$ cat config.mk
export PLATFORM = sky130hd
export DESIGN_NAME = opspec_decoder
export DESIGN_NICKNAME = d
export VERILOG_FILES = /design/src/rtl/opspec_pkg.sv /design/src/rtl/opspec_len_dec.sv /design/src/rtl/opspec_seq.sv /design/src/rtl/opspec_record.sv /design/src/rtl/opspec_decoder.sv
export SDC_FILE = /design/constraint.sdc
export NUM_CORES = 1
export LEC_CHECK = 0
export BUFFER_PORTS_ARGS = -buffer_cell sky130_fd_sc_hd__buf_2
export CAP_MARGIN = 20
export CORE_ASPECT_RATIO = 0.9
export CORE_MARGIN = 4
export CORE_UTILIZATION = 35
export DETAILED_ROUTE_END_ITERATION = 6
export PLACE_DENSITY = 0.58
export SYNTH_ARGS = -nofsm -noshare
export SYNTH_HDL_FRONTEND = slang
export SYNTH_SLANG_ARGS = --single-unit
$ cat constraint.sdc
create_clock -name clk -period 4.45 [get_ports clk]
set_clock_uncertainty 0.15 [all_clocks]
set_input_delay 0.445 -clock clk [delete_from_list [all_inputs] [get_ports clk]]
set_output_delay 0.445 -clock clk [all_outputs]
set_load 0.02 [all_outputs]
$ cat src/rtl/opspec_pkg.sv
// Package: shared constants, enums and the decoded-record type for the
// operand specifier decoder. Assumes 8-bit stream bytes and 16-bit words.
package opspec_pkg;

    localparam int BYTE_W  = 8;
    localparam int WORD_W  = 2 * BYTE_W;
    localparam int KIND_W  = 3;
    localparam int LEN_W   = 2;
    localparam int SEG_W   = 2;
    localparam int LANE_W  = 2;

    // Bit positions inside the mode byte
    localparam int CLS_HI   = 7;
    localparam int CLS_LO   = 6;
    localparam int INV_BIT  = 5;
    localparam int WIDE_BIT = 4;
    localparam int SEG_HI   = 5;
    localparam int SEG_LO   = 4;
    localparam int FORM_HI  = 3;
    localparam int FORM_LO  = 2;
    localparam int LANE_HI  = 1;
    localparam int LANE_LO  = 0;

    // Byte counts reported on the length output
    localparam logic [LEN_W-1:0] LEN_SHORT = LEN_W'(2);
    localparam logic [LEN_W-1:0] LEN_LONG  = LEN_W'(3);

    typedef enum logic [1:0] {
        CLS_CONST = 2'b00,
        CLS_REG   = 2'b01,
        CLS_XREG  = 2'b10,
        CLS_MEM   = 2'b11
    } cls_e;

    typedef enum logic [1:0] {
        MF_ABS   = 2'b00,
        MF_IND   = 2'b01,
        MF_RDISP = 2'b10,
        MF_PORT  = 2'b11
    } memform_e;

    typedef enum logic [KIND_W-1:0] {
        K_CONST = 3'd0,
        K_REG   = 3'd1,
        K_XREG  = 3'd2,
        K_MABS  = 3'd4,
        K_MIND  = 3'd5,
        K_MDISP = 3'd6,
        K_PORT  = 3'd7
    } kind_e;

    typedef enum logic [1:0] {
        ST_MODE = 2'd0,
        ST_EXT1 = 2'd1,
        ST_EXT2 = 2'd2,
        ST_HOLD = 2'd3
    } st_e;

    typedef struct packed {
        kind_e               kind;
        logic [WORD_W-1:0]   cval;
        logic [BYTE_W-1:0]   regn;
        logic [SEG_W-1:0]    seg;
        logic [BYTE_W-1:0]   disp;
        logic [BYTE_W-1:0]   port;
        logic [LANE_W-1:0]   lane;
        logic                inv;
        logic [LEN_W-1:0]    len;
    } rec_t;

endpackage

$ cat src/rtl/opspec_len_dec.sv
// Module: opspec_len_dec
// Works out from a captured mode byte whether the specifier carries two
// extension bytes instead of one. Purely combinational. Assumes the mode
// byte is stable while the sequencer is collecting extension bytes.
module opspec_len_dec
    import opspec_pkg::*;
(
    input  logic [BYTE_W-1:0] mode,
    output logic              two_ext
);

    cls_e     cls;
    memform_e form;

    // Split the mode byte into its class and memory sub-form fields
    always_comb begin
        cls  = cls_e'(mode[CLS_HI:CLS_LO]);
        form = memform_e'(mode[FORM_HI:FORM_LO]);
    end

    // Only a wide constant and register-plus-displacement need two bytes
    always_comb begin
        unique case (cls)
            CLS_CONST: two_ext = mode[WIDE_BIT];
            CLS_MEM:   two_ext = (form == MF_RDISP);
            default:   two_ext = 1'b0;
        endcase
    end

endmodule

$ cat src/rtl/opspec_seq.sv
// Module: opspec_seq
// Byte collection sequencer. Captures the mode byte and up to two extension
// bytes under a valid/ready handshake, then holds until acknowledged.
// Assumes two_ext is derived from the captured mode byte (mode_q).
module opspec_seq
    import opspec_pkg::*;
(
    input  logic              clk,
    input  logic              rst_n,
    input  logic              in_valid,
    input  logic [BYTE_W-1:0] in_byte,
    output logic              in_ready,
    input  logic              out_ack,
    output logic              hold,
    input  logic              two_ext,
    output logic [BYTE_W-1:0] mode_q,
    output logic [BYTE_W-1:0] ext1_q,
    output logic [BYTE_W-1:0] ext2_q
);

    st_e  state;
    logic take;

    // A byte moves on every edge where both sides of the handshake agree
    always_comb begin
        in_ready = (state != ST_HOLD);
        hold     = (state == ST_HOLD);
        take     = in_valid && in_ready;
    end

    // State walk and byte capture; reset discards any partial specifier
    always_ff @(posedge clk) begin
        if (!rst_n) begin
            state  <= ST_MODE;
            mode_q <= '0;
            ext1_q <= '0;
            ext2_q <= '0;
        end else begin
            unique case (state)
                ST_MODE: if (take) begin
                    mode_q <= in_byte;
                    ext1_q <= '0;
                    ext2_q <= '0;
                    state  <= ST_EXT1;
                end
                ST_EXT1: if (take) begin
                    ext1_q <= in_byte;
                    state  <= two_ext ? ST_EXT2 : ST_HOLD;
                end
                ST_EXT2: if (take) begin
                    ext2_q <= in_byte;
                    state  <= ST_HOLD;
                end
                ST_HOLD: if (out_ack) begin
                    state <= ST_MODE;
                end
                default: state <= ST_MODE;
            endcase
        end
    end

endmodule

$ cat src/rtl/opspec_record.sv
// Module: opspec_record
// Builds the decoded record from the captured mode and extension bytes.
// Combinational; every field the kind does not use is forced to zero.
// Assumes the inputs are held stable by the sequencer while the record is
// presented.
module opspec_record
    import opspec_pkg::*;
(
    input  logic [BYTE_W-1:0] mode,
    input  logic [BYTE_W-1:0] ext1,
    input  logic [BYTE_W-1:0] ext2,
    output rec_t              rec
);

    cls_e     cls;
    memform_e form;

    // Field split of the mode byte
    always_comb begin
        cls  = cls_e'(mode[CLS_HI:CLS_LO]);
        form = memform_e'(mode[FORM_HI:FORM_LO]);
    end

    // Record assembly per class and memory sub-form
    always_comb begin
        rec      = '0;
        rec.kind = K_CONST;
        rec.len  = LEN_SHORT;
        unique case (cls)
            CLS_CONST: begin
                rec.kind = K_CONST;
                rec.inv  = mode[INV_BIT];
                if (mode[WIDE_BIT]) begin
                    rec.cval = {ext2, ext1};
                    rec.len  = LEN_LONG;
                end else begin
                    rec.cval = {{(WORD_W-BYTE_W){1'b0}}, ext1};
                end
            end
            CLS_REG, CLS_XREG: begin
                rec.kind = (cls == CLS_REG) ? K_REG : K_XREG;
                rec.inv  = mode[INV_BIT];
                rec.regn = ext1;
                rec.lane = mode[LANE_HI:LANE_LO];
            end
            CLS_MEM: begin
                rec.seg  = mode[SEG_HI:SEG_LO];
                rec.lane = mode[LANE_HI:LANE_LO];
                unique case (form)
                    MF_ABS: begin
                        rec.kind = K_MABS;
                        rec.disp = ext1;
                    end
                    MF_IND: begin
                        rec.kind = K_MIND;
                        rec.regn = ext1;
                    end
                    MF_RDISP: begin
                        rec.kind = K_MDISP;
                        rec.regn = ext1;
                        rec.disp = ext2;
                        rec.len  = LEN_LONG;
                    end
                    default: begin
                        rec.kind = K_PORT;
                        rec.port = ext1;
                    end
                endcase
            end
            default: rec = '0;
        endcase
    end

endmodule

$ cat src/rtl/opspec_decoder.sv
// Module: opspec_decoder (top)
// Parses one operand specifier (mode byte plus one or two extension bytes)
// from a handshaked byte stream and holds the decoded record until the
// consumer acknowledges it. Assumes a single clock and synchronous
// active-low reset; does not perform the access itself.
module opspec_decoder
    import opspec_pkg::*;
(
    input  logic                clk,
    input  logic                rst_n,
    input  logic                in_valid,
    input  logic [BYTE_W-1:0]   in_byte,
    output logic                in_ready,
    output logic                out_valid,
    input  logic                out_ack,
    output logic [KIND_W-1:0]   out_kind,
    output logic [WORD_W-1:0]   out_const,
    output logic [BYTE_W-1:0]   out_reg,
    output logic [SEG_W-1:0]    out_seg,
    output logic [BYTE_W-1:0]   out_disp,
    output logic [BYTE_W-1:0]   out_port,
    output logic [LANE_W-1:0]   out_lane,
    output logic                out_inv,
    output logic [LEN_W-1:0]    out_len
);

    logic [BYTE_W-1:0] mode_q;
    logic [BYTE_W-1:0] ext1_q;
    logic [BYTE_W-1:0] ext2_q;
    logic              two_ext;
    logic              hold;
    rec_t              rec;

    opspec_len_dec u_len (
        .mode    (mode_q),
        .two_ext (two_ext)
    );

    opspec_seq u_seq (
        .clk      (clk),
        .rst_n    (rst_n),
        .in_valid (in_valid),
        .in_byte  (in_byte),
        .in_ready (in_ready),
        .out_ack  (out_ack),
        .hold     (hold),
        .two_ext  (two_ext),
        .mode_q   (mode_q),
        .ext1_q   (ext1_q),
        .ext2_q   (ext2_q)
    );

    opspec_record u_rec (
        .mode (mode_q),
        .ext1 (ext1_q),
        .ext2 (ext2_q),
        .rec  (rec)
    );

    // Drive the record onto the output pins
    always_comb begin
        out_valid = hold;
        out_kind  = rec.kind;
        out_const = rec.cval;
        out_reg   = rec.regn;
        out_seg   = rec.seg;
        out_disp  = rec.disp;
        out_port  = rec.port;
        out_lane  = rec.lane;
        out_inv   = rec.inv;
        out_len   = rec.len;
    end

endmodule

==> results of run 1 <==
## registers in the layout (all words and copies together), names as in the netlist
| name | cells |
|---|---|
| u_seq.state | 2 |
| u_seq.ext2_q | 8 |
| u_seq.mode_q | 8 |
| u_seq.ext1_q | 8 |
## kinds of logic (layout without fill, tap and decap cells)
| group | Yosys count | after routing | synth area share, % |
|---|---|---|---|
| buffers and inverters | 22 | 73 | 7.209 |
| adder cells (fa/ha/maj) | 13 | 13 | 9.279 |
| flip-flops | 26 | 26 | 29.69 |
| AND/OR/NAND/NOR | 108 | 108 | 33.91 |
| multiplexers | 1 | 1 | 0.5710 |
| other | 1 | 1 | 0.2139 |
| AO/OA/AOI/OAI | 42 | 42 | 19.13 |
## critical path: cells and delay by family (launching register included)
| kind | cells | cell delay [ns] |
|---|---|---|
| compound gates | 1 | 0.05 |
| buf+inv | 2 | 0.27 |
| simple gates | 2 | 0.52 |
| flops | 1 | 0.43 |
| fa+ha+maj | 1 | 0.34 |
## metal layers
layer	global-route usage [%]	routed length, µm	up-vias
li1	-	-	830
met1	21.16	2315	723
met2	23.31	1948	53
met3	2.392	404	4
met4	4.900	46	0
met5	0	0	-
## area by class of cell
cell class,count,area [µm²]
Clock inverter,1,30.03
Fill cell,541,2719
Multi-Input combinational cell,165,1106
Timing Repair Buffer,62,310.3
Sequential cell,26,520.5
Inverter,7,26.28
Tap cell,65,81.33
Clock buffer,3,41.29
## stage by stage
stage / total power (µW) / utilization, % / instance area [µm²]
4_1_cts: 867.8 / 43.76 / 2116
6_report: 860.0 / 43.76 / 2116
3_5_place_dp: 673.0 / 42.29 / 2044
5_1_grt: 925.1 / 43.76 / 2116
2_1_floorplan: 597.1 / - / 1753
3_3_place_gp: 671.0 / 42.29 / 2044
## worst paths after layout
kind	to	depth (start not counted)	startpoint
max	out_reg[4]	6	u_seq.mode_q[6]
min	u_seq.mode_q[4]	3	in_byte[4]
max reg2reg	u_seq.state[0]	5	u_seq.mode_q[6]
min reg2reg	u_seq.mode_q[1]	2	u_seq.mode_q[1]
## cells in the final DEF, fill, tap and decap left out, types with 7 or more instances in the layout
master	count
buf_2	62
nand2_1	34
dfxtp_1	26
and2_1	18
and3_1	16
nand3_1	16
a21boi_1	15
ha_1	13
nor2b_1	12
a22oi_1	9
inv_1	7
## power by group through the flow
| stage | Sequential, µW | Clock [µW] | Combinational, µW |
|---|---|---|---|
| 3_3_place_gp | 320 | 0 | 351 |
| 4_1_cts | 316 | 200 | 352 |
| 6_report | 316 | 195 | 349 |
| 2_1_floorplan | 303 | 0 | 295 |
| 3_5_place_dp | 322 | 0 | 351 |
| 5_1_grt | 324 | 208 | 394 |
==> summary.md, run 1 <==
| Metric | Value |
|---|---|
| Setup TNS | `0 ns` |
| Cell Chain, Critical Path | `inv_1 > ha_1 > a21oi_1 > nor2_1 > and2_1 > buf_2` |
| Internal power | `515.0 µW` |
| RSZ-0062 raised after global routing | `false` |
| Fraction of layout cells with a size suffix above 1 | `28.41%` |
| Critical path class | `flip-flop to output pin` |
| Iteration-0 DRC Markers | `56` |
| Synthesized net count | `238` |
| Sw frac | `40.11%` |
| Htree depth | `1` |
| Largest net degree at the start of global routing | `28` |
| Yosys reg bits | `26` |
| Hold Crit Class | `input port to flip-flop` |
| Die Height | `75.14 µm` |
| Hold WS | `0.2806 ns` |
| Global route overflow | `0` |
| YS warnings | `0` |
| Placer's final routability congestion estimate | `0.7466` |
| Largest stage delay on the critical path | `0.43 ns` |
| Cell taking the most area after synthesis | `dfxtp_1` |
| Number of synthesized flops with an enable pin | `0` |
| Crit path max fanout | `8` |
| CP endpoint kind | `output pin` |
| Die X | `82.60 µm` |
| Fmax | `402.5 MHz` |
| Final Hold Viols | `0` |
| Unique masters post-synth | `35` |
| Synth area leaders | `dfxtp_1 (30%), ha_1 (9.3%), nand2_1 (7.3%)` |
| Clk slew on worst S/H paths | `0.09 ns` |
| Initial core utilization | `36.26%` |
| Routed wire length | `4716 µm` |
| Relative slew slack | `63.52%` |
| R2r setup slk | `2.58 ns` |
| Main synth FF type | `dfxtp_1` |
| Port bufs | `62` |
| Register area share after synthesis | `29.69%` |
| Fin cells | `329` |
| Worst skew pair latency | `0.27 ns` |
| Ys async rst share | `0%` |
| Layout area overhead | `20.70%` |
| Vias in the first global route | `1450` |
| Least-Margin Pin Slew | `0.5472 ns` |
| Routed Antenna Nets | `0` |
| Initial antenna violation count | `0` |
| Final setup margin | `1.965 ns` |
| Dpl cells | `325` |
| Sequential share of power | `36.8%` |
| Share of the synthesized area in the top cell type | `29.69%` |
| Critical Path AT | `1.89 ns` |
| Root buf cell | `clkbuf_8` |
| Status | `finished, final reports clean` |
| Most common cell in the synthesized netlist | `nand2_1` |
| Clock period minus worst slack | `2.485 ns` |
| 1st-pass router iterations | `4` |
| Slew Limit Fails | `0` |
| Post-detail-place hpwl | `3626 µm` |
| Core Region | `0.004835 mm²` |
| Max-cap viol count | `0` |
| Cts repair resizes | `0` |
| Leak pwr | `0.001017 µW` |
| IO Pins | `64` |
| CTS Buf Count | `3` |
| Setup Fix Bufs, Post-CTS | `0` |
| Total die area | `0.006206 mm²` |
| Power per cell area | `406.4 mW/mm²` |
| Drt drc | `0` |
| Post-Syn Area per Cell | `8.230 µm²` |
| Final Setup Violations | `0` |
| Tot GR Track Use | `14.98%` |
| Hold Buf Count CTS | `0` |
| First-pass GRT wire length | `7189 µm` |
| CTS Buffer Depth | `2` |
| Netlist Area Pre-Place | `0.001753 mm²` |
| Worst vdd ir | `0.2402 mV` |
| Most frequent cells after synthesis | `nand2_1 (34), dfxtp_1 (26), and2_1 (18), and3_1 (16), nand3_1 (16)` |
| DP Worst Slack | `2.261 ns` |
| Slowest CP cell | `dfxtp_1` |
| Ant diodes | `0` |
| Vias per cell | `4.894` |
| Startpoint types | `flip-flop` |
| Clock sink count | `26` |
| CTS tree | `yes` |
| Post-route clock period utilization | `55.83%` |
| Synthesized netlist cell count | `213` |
| Drt wl/cell | `14.33 µm` |
| Combinational share of power | `40.6%` |
| CP required | `3.86 ns` |
| Part of the power in the clock network | `22.7%` |
| Via count | `1610` |
| Row count | `24` |
| P_sw | `344.9 µW` |
| Fin nets | `290` |
(Power assumes the default switching activity.)
==> run 2: changes to the inputs <==
==> constraint.sdc (replaced) <==
create_clock -name clk -period 2.36 [get_ports clk]
set_clock_uncertainty 0.15 [all_clocks]
set_input_delay 0.236 -clock clk [delete_from_list [all_inputs] [get_ports clk]]
set_output_delay 0.236 -clock clk [all_outputs]
set_load 0.02 [all_outputs]
==> run 2 against run 1 <==
Sequential power is 88% higher. Combinational power is 89% higher. Die area stayed put. Design area is 0.65% lower. Total power is 79% higher. Worst setup slack worse by 1.8 ns. Worst hold slack worse by 0.21 ns.
==> summary.md, run 2 (synthesized netlist as in run 1, its figures left out) <==
| Metric | Value |
|---|---|
| Cell Chain, Critical Path | `inv_1 > ha_1 > a22oi_1 > nor2_1 > buf_2` |
| First-pass GRT wire length | `7127 µm (-0.86%)` |
| Total die area | `0.006206 mm² (unchanged)` |
| CTS tree | `yes` |
| Largest net degree at the start of global routing | `28 (unchanged)` |
| Placed cell areas | `0.002044 mm² (unchanged)` |
| Commonest non-fill, non-tap cell in the layout | `buf_2` |
| Iteration-0 DRC Markers | `60 (+7.1%)` |
| Leak pwr | `0.001010 µW (-0.70%)` |
| Largest stage delay on the critical path | `0.42 ns (about the same)` |
| Relative slew slack | `64.73% (+1.2 points)` |
| Status | `finished, final reports clean` |
| Largest registers | `u_seq.ext1_q (8), u_seq.ext2_q (8), u_seq.mode_q (8)` |
| Core Region | `0.004835 mm² (unchanged)` |
| Fmax | `465.8 MHz` |
| Final Setup Violations | `0 (unchanged)` |
| Critical path class | `flip-flop to output pin` |
| Drt wl/cell | `14.06 µm (-1.9%)` |
| Multi-input gate area | `0.001109 mm² (+0.23%)` |
| Initial antenna violation count | `0 (unchanged)` |
| Least-Margin Pin Slew | `0.5290 ns (-0.01815 ns)` |
| Root buf cell | `clkbuf_8` |
| Fillers | `522 (-3.5%)` |
| Worst vdd ir | `0.4542 mV (+89%)` |
| Global route overflow | `0 (unchanged)` |
| CTS Buffer Depth | `2 (unchanged)` |
| Layout area overhead | `19.91%` |
| Initial core utilization | `36.26% (unchanged)` |
| Pwr Total | `1543 µW (+79%)` |
| Most frequent cells in the layout | `buf_2 (62), nand2_1 (34), dfxtp_1 (26)` |
| Critical Path AT | `1.76 ns (-0.13 ns)` |
| Die Height | `75.14 µm (unchanged)` |
| IO Pins | `64 (unchanged)` |
| Setup TNS | `0 ns (unchanged)` |
| Clk slew on worst S/H paths | `0.09 ns (about the same)` |
| Crit path max fanout | `17 (+9)` |
| Slew Limit Fails | `0 (unchanged)` |
| Final Hold Viols | `0 (unchanged)` |
| Post-route clock period utilization | `90.97%` |
| 1st-pass router iterations | `4 (unchanged)` |
| CTS Buf Count | `3 (unchanged)` |
| Routed Antenna Nets | `0 (unchanged)` |
| Vias per cell | `4.881 (-0.25%)` |
| Placer's final routability congestion estimate | `0.7469 (about the same)` |
| Hold Crit Class | `input port to flip-flop` |
| Clock sink count | `26 (unchanged)` |
| Port bufs | `62 (unchanged)` |
| Fraction of layout cells with a size suffix above 1 | `28.79% (+0.38 points)` |
| Slowest CP cell | `dfxtp_1` |
| Via count | `1606 (-0.25%)` |
| Ant diodes | `0 (unchanged)` |
| Reg area | `520.5 µm² (unchanged)` |
| CP endpoint kind | `output pin` |
| Startpoint types | `flip-flop` |
| Hold Buf Count CTS | `0 (unchanged)` |
| Drt drc | `0 (unchanged)` |
| Clock period minus worst slack | `2.147 ns` |
| RSZ-0062 raised after global routing | `false` |
| Die X | `82.60 µm (unchanged)` |
| Max-cap viol count | `0 (unchanged)` |
| Htree depth | `1 (unchanged)` |
| Power per cell area | `734.1 mW/mm² (+81%)` |
| CP required | `1.97 ns (-1.89 ns)` |
| Routed wire length | `4625 µm (-1.9%)` |
| Tot GR Track Use | `15.03% (+0.050 points)` |
| Row count | `24 (unchanged)` |
| Fin nets | `290 (unchanged)` |
| Post-detail-place hpwl | `3559 µm (-1.9%)` |
| Layout Cell Area excl Fill | `0.002102 mm² (-0.65%)` |
| Vias in the first global route | `1372 (-5.4%)` |
| Worst skew pair latency | `0.27 ns (about the same)` |
## run 2: cell count changes in the layout (fill, tap and decap cells not counted)
| cell | change |
|---|---|
| nor2_2 | +1 |
| clkbuf_8 | +1 |
| bufinv_16 | -1 |
| nor2_1 | -1 |
## run 2: layout make-up
cell class | instances | area share (%)
multi-input combinational | 165 | 52.74
sequential | 26 | 24.76
timing repair buffer | 62 | 14.76
tap | 65 | 3.869
clock buffer | 4 | 2.619
inverter | 7 | 1.250
## run 2: worst paths after layout
check                       start         endpoint  slack [ns]  cells past startpoint
setup / recovery  u_seq.mode_q[6]       out_len[0]        0.21                      5
hold / removal         in_byte[4]  u_seq.mode_q[4]        0.07                      3
setup reg to reg  u_seq.mode_q[6]   u_seq.state[0]        0.50                      5
hold reg to reg   u_seq.mode_q[1]  u_seq.mode_q[1]        0.31                      2
## run 2: what timing repair did
action / in CTS / in global routing
endpoints found under the setup margin: 0 / 8
gates resized for setup: 0 / 1
buffers inserted: 0 / 0
## run 2: worst max-delay path, delay by kind of cell, from the launching register on
kind,cells,cell delay [ns]
AOI/OAI and AO/OA,1,0.34
adders and majority gates,1,0.37
buffers and inverters,2,0.27
DFF,1,0.42
and+or+nand+nor,1,0.08
## run 2: report_power, final
| part | internal, µW | switching (µW) | leakage (µW) |
|---|---|---|---|
| Clock | 149 | 138 | 0.0000288 |
| Sequential | 510 | 84.1 | 0.000212 |
| Combinational | 235 | 426 | 0.000770 |
## run 2: metal layers
layer  global-route usage, %  wire, µm  up-vias
met5                       0         0        -
met4                   5.445        61        0
met3                   2.033       393        4
met2                   21.53      1751       55
met1                   22.76      2420      714
li1                        -         -      833
## run 2: per-stage QoR
| stage | setup slack, ns | cells | hold slack [ns] | utilization, % |
|---|---|---|---|---|
| floorplan | 0.5858 | 213 | 0.2208 | - |
| global placement | 0.4778 | 325 | 0.2927 | 42.29 |
| detailed placement | 0.4194 | 325 | 0.2968 | 42.29 |
| CTS | 0.1041 | 329 | 0.07086 | 43.43 |
| global route | 0.07883 | 329 | 0.08009 | 43.48 |
| finish | 0.2131 | 329 | 0.07340 | 43.48 |
==> run 3: changes to the inputs <==
--- a/config.mk
+++ b/config.mk
@@ -12,6 +12,8 @@
 export CORE_UTILIZATION = 35
 export DETAILED_ROUTE_END_ITERATION = 6
 export PLACE_DENSITY = 0.58
+export SLEW_MARGIN = 20
 export SYNTH_ARGS = -nofsm -noshare
 export SYNTH_HDL_FRONTEND = slang
+export SYNTH_HIERARCHICAL = 1
 export SYNTH_SLANG_ARGS = --single-unit
==> run 3 against run 2 <==
Clock-buffer cell count shrank 1. Critical path depth is the same. Area after synthesis grew 0.14%. Combinational power grew 36%. Largest cell class unchanged. Largest power group unchanged.
==> summary.md, run 3 <==
| Metric | Value |
|---|---|
| Status | `finished, final reports clean` |
| Initial core utilization | `36.31% (+0.052 points)` |
| Die Height | `75.19 µm (about the same)` |
| Post-route clock period utilization | `91.40% (+0.43 points)` |
| Placed cell areas | `0.002092 mm² (+2.3%)` |
| Register area share after synthesis | `29.65% (-0.042 points)` |
| CTS Buf Count | `3 (unchanged)` |
| Cts repair resizes | `0 (unchanged)` |
| Root buf cell | `clkbuf_8` |
| Max-cap viol count | `0 (unchanged)` |
| Fmax | `463.6 MHz (-0.47%)` |
| Adder-Cell Fraction of Synth Area | `12.12% (+2.8 points)` |
| Yosys reg bits | `26 (unchanged)` |
| Layout Cell Area excl Fill | `0.002166 mm² (+3.0%)` |
| Sequential share of power | `33.0% (-5.5 points)` |
| Setup Fix Bufs, Post-CTS | `0 (unchanged)` |
| Main synth FF type | `dfxtp_1` |
| Critical Path AT | `1.77 ns (about the same)` |
| Htree depth | `1 (unchanged)` |
| Ys async rst share | `0% (unchanged)` |
| Routed Antenna Nets | `0 (unchanged)` |
| Via count | `1605 (-0.062%)` |
| Sw frac | `42.70% (+0.66 points)` |
| Clk slew on worst S/H paths | `0.09 ns (about the same)` |
| Fin nets | `297 (+2.4%)` |
| Internal power | `1080 µW (+21%)` |
| Global route overflow | `0 (unchanged)` |
| Compound-Gate Fraction of Synth Area | `18.46% (-0.67 points)` |
| Hold Crit Class | `input port to flip-flop` |
| DP Worst Slack | `0.3077 ns (-0.1117 ns)` |
| Setup TNS | `0 ns (unchanged)` |
| Row count | `24 (unchanged)` |
| Power per cell area | `869.9 mW/mm² (+19%)` |
| Worst vdd ir | `0.5675 mV (+25%)` |
| Fraction of layout cells with a size suffix above 1 | `30.34% (+1.5 points)` |
| Commonest non-fill, non-tap cell in the layout | `buf_2` |
| Final Hold Viols | `0 (unchanged)` |
| Ant diodes | `0 (unchanged)` |
| Share of the synthesized area in the top cell type | `29.65% (-0.042 points)` |
| Part of the power in the clock network | `19.4% (+0.8 points)` |
| YS warnings | `6 (+6)` |
| Core Region | `0.004835 mm² (unchanged)` |
| Post-detail-place hpwl | `3577 µm (+0.51%)` |
| Leak pwr | `0.001026 µW (+1.6%)` |
| P_sw | `804.5 µW (+24%)` |
| Critical path class | `flip-flop to output pin` |
| Port bufs | `62 (unchanged)` |
| Clock period minus worst slack | `2.157 ns (+0.01006 ns)` |
| Pwr Total | `1884 µW (+22%)` |
| Slew Limit Fails | `0 (unchanged)` |
| Vias per cell | `4.834 (-0.97%)` |
| Unique masters post-synth | `34 (-2.9%)` |
| CTS Buffer Depth | `2 (unchanged)` |
| CTS tree | `yes` |
| Total die area | `0.006214 mm² (+0.13%)` |
| Tot GR Track Use | `14.34% (-0.69 points)` |
| Fillers | `522 (unchanged)` |
| Worst skew pair latency | `0.27 ns (about the same)` |
| Placer's final routability congestion estimate | `0.7150 (-4.3%)` |
| Post-Syn Area per Cell | `8.359 µm² (+1.6%)` |
| Xor/xnor share of the synthesized area | `0% (unchanged)` |
| Mux contribution to synthesized area | `0% (-0.57 points)` |
| CP required | `1.97 ns (about the same)` |
| Routed wire length | `4636 µm (+0.24%)` |
| Largest registers | `u_seq/ext1_q (8), u_seq/ext2_q (8), u_seq/mode_q (8)` |
| Synthesized net count | `239 (+0.42%)` |
| Initial antenna violation count | `0 (unchanged)` |
| Final Setup Violations | `0 (unchanged)` |
| Layout area overhead | `23.38%` |
| Fin util | `44.80% (+1.3 points)` |
| Crit path max fanout | `8 (-9)` |
| Iteration-0 DRC Markers | `81 (+35%)` |
| IO Pins | `64 (unchanged)` |
| Most frequent cells after synthesis | `nand2_1 (27), dfxtp_1 (26), nor2b_1 (20), a22oi_1 (17), ha_1 (17)` |
| Hold Buf Count CTS | `0 (unchanged)` |
| Cell taking the most area after synthesis | `dfxtp_1` |
| Final setup margin | `0.2031 ns (-0.01006 ns)` |
| Drt wl/cell | `13.96 µm (-0.67%)` |
| Combinational share of power | `47.6% (+4.7 points)` |
| Main combinational cell family by area after synthesis | `simple AND/OR/NAND/NOR gates` |
| 1st-pass router iterations | `4 (unchanged)` |
| Synth area leaders | `dfxtp_1 (30%), ha_1 (12%), a22oi_1 (7.3%)` |
| Post-Synth Simple-Gate Area | `33.21% (-0.69 points)` |
| Die X | `82.65 µm (about the same)` |
| Largest net degree at the start of global routing | `28 (unchanged)` |
| Clock sink count | `26 (unchanged)` |
| Number of synthesized flops with an enable pin | `0 (unchanged)` |
| Synthesized netlist cell count | `210 (-1.4%)` |
| Most frequent cells in the layout | `buf_2 (62), nand2_1 (27), dfxtp_1 (26)` |
| Startpoint types | `flip-flop` |
| Netlist Area Pre-Place | `0.001755 mm² (+0.14%)` |
| First-pass GRT wire length | `6900 µm (-3.2%)` |
| CP endpoint kind | `output pin` |
| RSZ-0062 raised after global routing | `false` |
| Most common cell in the synthesized netlist | `nand2_1` |
| Vias in the first global route | `1312 (-4.4%)` |
| Drt drc | `0 (unchanged)` |
## run 3: cell type report
type / instances / area (µm²) / area share, %
Timing Repair Buffer: 65 / 332.8 / 15.37
Multi-Input combinational cell: 163 / 1126 / 51.99
Sequential cell: 26 / 520.5 / 24.03
Clock buffer: 3 / 41.29 / 1.906
Tap cell: 65 / 81.33 / 3.755
Inverter: 9 / 33.78 / 1.560
Clock inverter: 1 / 30.03 / 1.386
## run 3: metal layers
metal	GRT usage (%)	wire length, µm
met1	22.75	2297
met2	20.73	1906
met3	1.555	405
met4	2.722	26
met5	0	0
## run 3: final timing paths
| path | startpoint | endpoint | slack [ns] | depth (start not counted) |
|---|---|---|---|---|
| setup reg to reg | u_seq/state[1] | u_seq/state[0] | 0.29 | 6 |
| setup / recovery | u_seq/mode_q[6] | out_reg[2] | 0.20 | 5 |
| hold reg to reg | u_seq/mode_q[0] | u_seq/mode_q[0] | 0.32 | 2 |
| hold / removal | in_byte[3] | u_seq/mode_q[3] | 0.1 | 3 |
## run 3: logic make-up after synthesis
kind of cell               count (synthesis)
and+or+nand+nor                          101
AOI/OAI and AO/OA                         44
DFF                                       26
buffers and inverters                     21
adders and majority gates                 17
other                                      1
## run 3: power groups by stage
stage          clock network [µW]  logic (µW)  registers, µW
2_1_floorplan                   0         716            601
3_3_place_gp                    0         896            627
3_5_place_dp                    0         891            633
4_1_cts                       375         897            622
5_1_grt                       389        1020            638
6_report                      365         897            622
## run 3: worst max-delay path, stage by stage, from the launching register on
cell     delay [ns]
dfxtp_1        0.49
inv_1          0.13
ha_2           0.31
a21oi_2        0.30
nor3b_1        0.10
buf_2          0.17
## run 3: per-stage QoR
step,std cells,hold WS (ns)
final,332,0.09843
after global routing,332,0.09961
after CTS,332,0.09765
after detailed placement,328,0.3050
after global placement,328,0.3038
after floorplan,210,0.2309
